==> src/rtl/pfd_tristate.sv <==
module pfd_tristate #(
  parameter int FILT_W = 8,
  parameter int CNT_W  = 16
) (
  input  logic              clk,
  input  logic              rst_n,
  input  logic              ref_in,
  input  logic              fb_in,
  input  logic              xor_mode,
  input  logic [FILT_W-1:0] filt_len,
  input  logic              cnt_clr,
  output logic              drv_en,
  output logic              drv_val,
  output logic [CNT_W-1:0]  up_cnt,
  output logic [CNT_W-1:0]  dn_cnt
);

  localparam logic [CNT_W-1:0] CMAX = '1;

  typedef enum logic [1:0] {ST_REL, ST_UP, ST_DN} st_t;

  logic [1:0] raw, s1, s2, flt, prv, rise;
  logic [FILT_W-1:0] fcnt [2];
  st_t  st, st_n;
  logic mode_q;

  assign raw = {fb_in, ref_in};

  for (genvar g = 0; g < 2; g++) begin : g_in
    always_ff @(posedge clk or negedge rst_n) begin
      if (!rst_n) begin
        s1[g]   <= 1'b0;
        s2[g]   <= 1'b0;
        flt[g]  <= 1'b0;
        prv[g]  <= 1'b0;
        fcnt[g] <= '0;
      end else begin
        s1[g]  <= raw[g];
        s2[g]  <= s1[g];
        prv[g] <= flt[g];
        if (filt_len == '0) begin
          flt[g]  <= s2[g];
          fcnt[g] <= '0;
        end else if (s2[g] == flt[g]) begin
          fcnt[g] <= '0;
        end else if (fcnt[g] == filt_len - 1'b1) begin
          flt[g]  <= s2[g];
          fcnt[g] <= '0;
        end else begin
          fcnt[g] <= fcnt[g] + 1'b1;
        end
      end
    end
    assign rise[g] = flt[g] & ~prv[g];
  end

  always_comb begin
    st_n = st;
    if (rise[0] && rise[1]) st_n = ST_REL;
    else if (rise[0])       st_n = (st == ST_DN) ? ST_REL : ST_UP;
    else if (rise[1])       st_n = (st == ST_UP) ? ST_REL : ST_DN;
  end

  always_ff @(posedge clk or negedge rst_n) begin
    if (!rst_n) begin
      st     <= ST_REL;
      mode_q <= 1'b0;
    end else begin
      st <= st_n;
      if (st == ST_REL) mode_q <= xor_mode;
    end
  end

  assign drv_en  = mode_q | (st != ST_REL);
  assign drv_val = mode_q ? (flt[0] ^ flt[1]) : (st == ST_UP);

  always_ff @(posedge clk or negedge rst_n) begin
    if (!rst_n) begin
      up_cnt <= '0;
      dn_cnt <= '0;
    end else if (cnt_clr) begin
      up_cnt <= '0;
      dn_cnt <= '0;
    end else begin
      if (drv_en && drv_val && up_cnt != CMAX)  up_cnt <= up_cnt + 1'b1;
      if (drv_en && !drv_val && dn_cnt != CMAX) dn_cnt <= dn_cnt + 1'b1;
    end
  end


  cancel_chk: assert property (@(posedge clk) disable iff (!rst_n)
    (!mode_q && rise[0] && rise[1]) |=> !drv_en);

  up_hold_chk: assert property (@(posedge clk) disable iff (!rst_n)
    (!mode_q && drv_en && drv_val && !rise[1]) |=> (drv_en && drv_val));

  dn_hold_chk: assert property (@(posedge clk) disable iff (!rst_n)
    (!mode_q && drv_en && !drv_val && !rise[0]) |=> (drv_en && !drv_val));

  mode_hold_chk: assert property (@(posedge clk) disable iff (!rst_n)
    (st != ST_REL) |=> $stable(mode_q));

  no_overflow_chk: assert property (@(posedge clk) disable iff (!rst_n)
    (up_cnt == CMAX && !cnt_clr) |=> up_cnt == CMAX);

  clear_chk: assert property (@(posedge clk) disable iff (!rst_n)
    cnt_clr |=> (up_cnt == '0 && dn_cnt == '0));

  xor_drive_chk: assert property (@(posedge clk) disable iff (!rst_n)
    (mode_q && $stable(mode_q)) |-> drv_en);

endmodule

==> config.mk <==
export PLATFORM = sky130hd
export DESIGN_NAME = pfd_tristate
export DESIGN_NICKNAME = d
export VERILOG_FILES = /design/src/rtl/pfd_tristate.sv
export SDC_FILE = /design/constraint.sdc
export NUM_CORES = 1
export LEC_CHECK = 0
export ABC_AREA = 1
export CORE_ASPECT_RATIO = 0.5
export CORE_MARGIN = 8
export CORE_UTILIZATION = 60
export CTS_BUF_LIST = sky130_fd_sc_hd__clkbuf_4 sky130_fd_sc_hd__clkbuf_8 sky130_fd_sc_hd__clkbuf_16
export CTS_CLUSTER_DIAMETER = 80
export DETAILED_ROUTE_END_ITERATION = 8
export PLACE_DENSITY_LB_ADDON = 0.25
export SYNTH_ARGS = -nofsm -noshare
export SYNTH_HDL_FRONTEND = slang
export SYNTH_SLANG_ARGS = --single-unit
==> constraint.sdc <==
create_clock -name clk -period 2.4 [get_ports clk]
set_input_delay 0.24 -clock clk [delete_from_list [all_inputs] [get_ports clk]]
set_output_delay 0.24 -clock clk [all_outputs]
set_load 0.02 [all_outputs]
==> flow_metrics.py <==
metrics = {
    "grt": {
        "first_global_vias": 3293,
        "grt_pass1_wl_mm": 14.93,
        "grt_antenna_before_repair": 0,
        "grt_max_degree": 42,
        "grtUsageTotal": 0.2037,
        "grt-ovfl-total": 0,
    },
    "min_path": {
        "hold_start": "s1[0]",
        "holdPathEnd": "s2[0]",
        "min_path_type": "flip-flop to flip-flop",
        "hold_depth": 0,
    },
    "floorplanning": {
        "rows": 20,
        "coreArea_sq_um": 5931,
        "die_x_um": 125.4,
        "io_pins": 48,
        "start_util": 0.6053,
        "die_h_um": 70.70,
        "die_area_sq_um": 8864,
    },
    "placed_design": {
        "place_area_sq_um": 4167,
        "port_buffers": 47,
        "hpwl_mm": 6.260,
        "place.gp.congestion": 0.8837,
    },
    "route": {
        "routed_wl_mm": 8.874,
        "met2_length_mm": 4.288,
        "drt_iter0_drc": 259,
        "ant_nets": 0,
        "vias": 3490,
        "routed_via_density": 5.445,
        "drt-met1-wl_mm": 3.860,
        "wire_per_inst_um": 13.84,
        "route.met3.wl_um": 593,
        "drcViolationCount": 0,
        "first_pass_iters": 5,
        "top_layer": "met4",
    },
    "finish": {
        "area.growth.synth_to_final_pct": 25.20,
        "num_antenna_cells": 0,
        "ff_latch_area_sq_um": 1476,
        "final_nets": 578,
        "final_area_sq_um": 4494,
        "nFillCells": 429,
        "mostFrequentLayoutCell": "nand2_1",
        "drive_above_1_share": 0.09929,
        "multi_input_area_sq_um": 1823,
        "final_cell_mix": "nand2_1 (123), nand3_1 (70), inv_1 (61), dfrtp_1 (59), nor2_1 (57)",
    },
    "synth": {
        "syn_avg_cell_area_sq_um": 7.165,
        "syn_nets": 520,
        "syn_inst": 501,
        "synth_area_sq_um": 3590,
        "synth_top_area_frac": 0.4113,
        "yosysSeqAreaShare": 0.4113,
        "ys_types": 37,
        "synth.area.top_cells": "dfrtp_1 (41%), nand2_1 (13%), nand3_1 (9.8%)",
        "ys_warn_count": 0,
        "yosys_register_bits": 59,
        "synth_top_area_cell": "dfrtp_1",
    },
    "critical_path": {
        "worst_r2r_path_depth": 10,
        "worstSetupPathType": "flip-flop to primary output",
        "reg2reg_to": "dn_cnt[4]",
        "crit_start": "flt[1]",
        "r2r_start": "dn_cnt[0]",
        "rrSetupSlack_ns": 0.50,
        "cp-start-kind": "flip-flop",
        "required_ns": 2.16,
        "critPathMaxFanout": 6,
        "endpoint_kind": "primary output",
        "critPathArrivalTime_ns": 1.81,
    },
    "timing": {
        "slew_headroom": 0.5697,
        "finalSetupViolations": 0,
        "maxSlewViolCount": 0,
        "finalCriticalPeriod_ns": 2.051,
        "rsz0062_at_grt": "no",
        "setup_tns_ns": 0,
        "skew_ns": 0.01031,
        "fin_crit_sh": 0.8545,
        "hold_viol_final": 0,
        "worst_pin_slew_ns": 0.6395,
        "fmax_mhz": 487.6,
    },
    "clock_tree": {
        "cts_tree": "done",
        "clkSlewWorstSetupHoldPaths_ns": 0.05,
        "numCtsBuffers": 9,
        "h-tree-depth": 3,
        "clk_latency_ns": 0.32,
        "clock_path_buffers": 2,
        "post_cts_resized": 0,
        "clock-sinks": 59,
        "cts-root-buf": "clkbuf_16",
    },
    "run_status": {
        "status": "finished clean",
    },
    "power": {
        "p_leak_nw": 2.098,
        "total_power_mw": 3.465,
        "p_per_area_nw_per_um2": 771.0,
        "vdd_drop_max_mv": 0.4889,
    },
    "job": {
        "drv_cap": 0,
    },
}
==> sequential cells by signal, summed over array words and instances, names as in the netlist <==
register	count
dn_cnt	16
fcnt	16
flt	2
mode_q	1
prv	2
s1	2
s2	2
st	2
up_cnt	16
==> per-layer routing <==
layer,GRT usage,vias to the layer above
met5,0,-
met4,0.07353,0
met3,0.04648,15
met2,0.3509,121
met1,0.2475,1611
li1,-,1743
==> per-stage QoR <==
step / std cells / util / worst slack [ns] / hold slack [ns]
after CTS: 641 / 0.7578 / 0.3406 / 0.3459
after detailed placement: 624 / 0.7025 / 0.1176 / 0.2216
after global placement: 624 / 0.7025 / 0.2066 / 0.2126
after global routing: 641 / 0.7578 / 0.2249 / 0.3514
final: 641 / 0.7578 / 0.3491 / 0.3446
after floorplan: 501 / - / 0.6827 / -0.05559
==> critical path, stage by stage (launching register included) <==
cell             delay, ns
dfrtp_1               0.48
xor2_1                0.18
nand2_1               0.11
o21ai_2               0.10
clkdlybuf4s50_1       0.63
==> repair_timing <==
item | in CTS | in global routing
buffers inserted | 0 | 0
hold endpoints to repair | 18 | 0
hold buffers | 1 | 0
==> synthesized netlist by cell type (all sizes together) <==
| cell | n |
|---|---|
| clkinv | 1 |
| nand4 | 11 |
| nand3 | 71 |
| dfrtp | 59 |
| xor2 | 13 |
| nor3 | 13 |
| or2 | 3 |
| nand3b | 2 |
| o21ai | 25 |
| o21bai | 2 |
| o211ai | 1 |
| xnor2 | 1 |
| nor4 | 1 |
| and3 | 1 |
| nand2 | 134 |
| a31oi | 1 |
| a21oi | 12 |
| buf | 3 |
| o31ai | 3 |
| ha | 5 |
| nor2 | 67 |
| a221oi | 1 |
| a32o | 1 |
| inv | 67 |
| clkbuf | 3 |
==> where the power goes <==
part	switching, mW	internal (mW)	total [mW]
logic	0.579	0.311	0.890
registers	0.119	1.10	1.22
clock network	0.453	0.903	1.36
==> worst max-delay path by stage <==
stage | to | slack (ns) | cells past startpoint
finish | drv_val | 0.35 | 4
global placement | fcnt[15] | 0.21 | 13
CTS | drv_val | 0.34 | 4
global route | fcnt[8] | 0.22 | 13
detailed placement | fcnt[14] | 0.12 | 13
floorplan | dn_cnt[6] | 0.68 | 10
==> final cells by class <==
cell class / count / area share
Multi-Input combinational cell: 368 / 0.4056
Sequential cell: 59 / 0.3285
Timing Repair Buffer: 53 / 0.1169
Inverter: 68 / 0.05679
Clock buffer: 9 / 0.05011
Tap cell: 77 / 0.02144
Clock inverter: 7 / 0.02060
==> logic make-up after synthesis <==
family          synth area share
xor+xnor                 0.03416
fa+ha+maj                0.01743
simple gates              0.3810
flops                     0.4113
compound gates           0.07529
buf+inv                  0.08086
(Power assumes the default switching activity.)
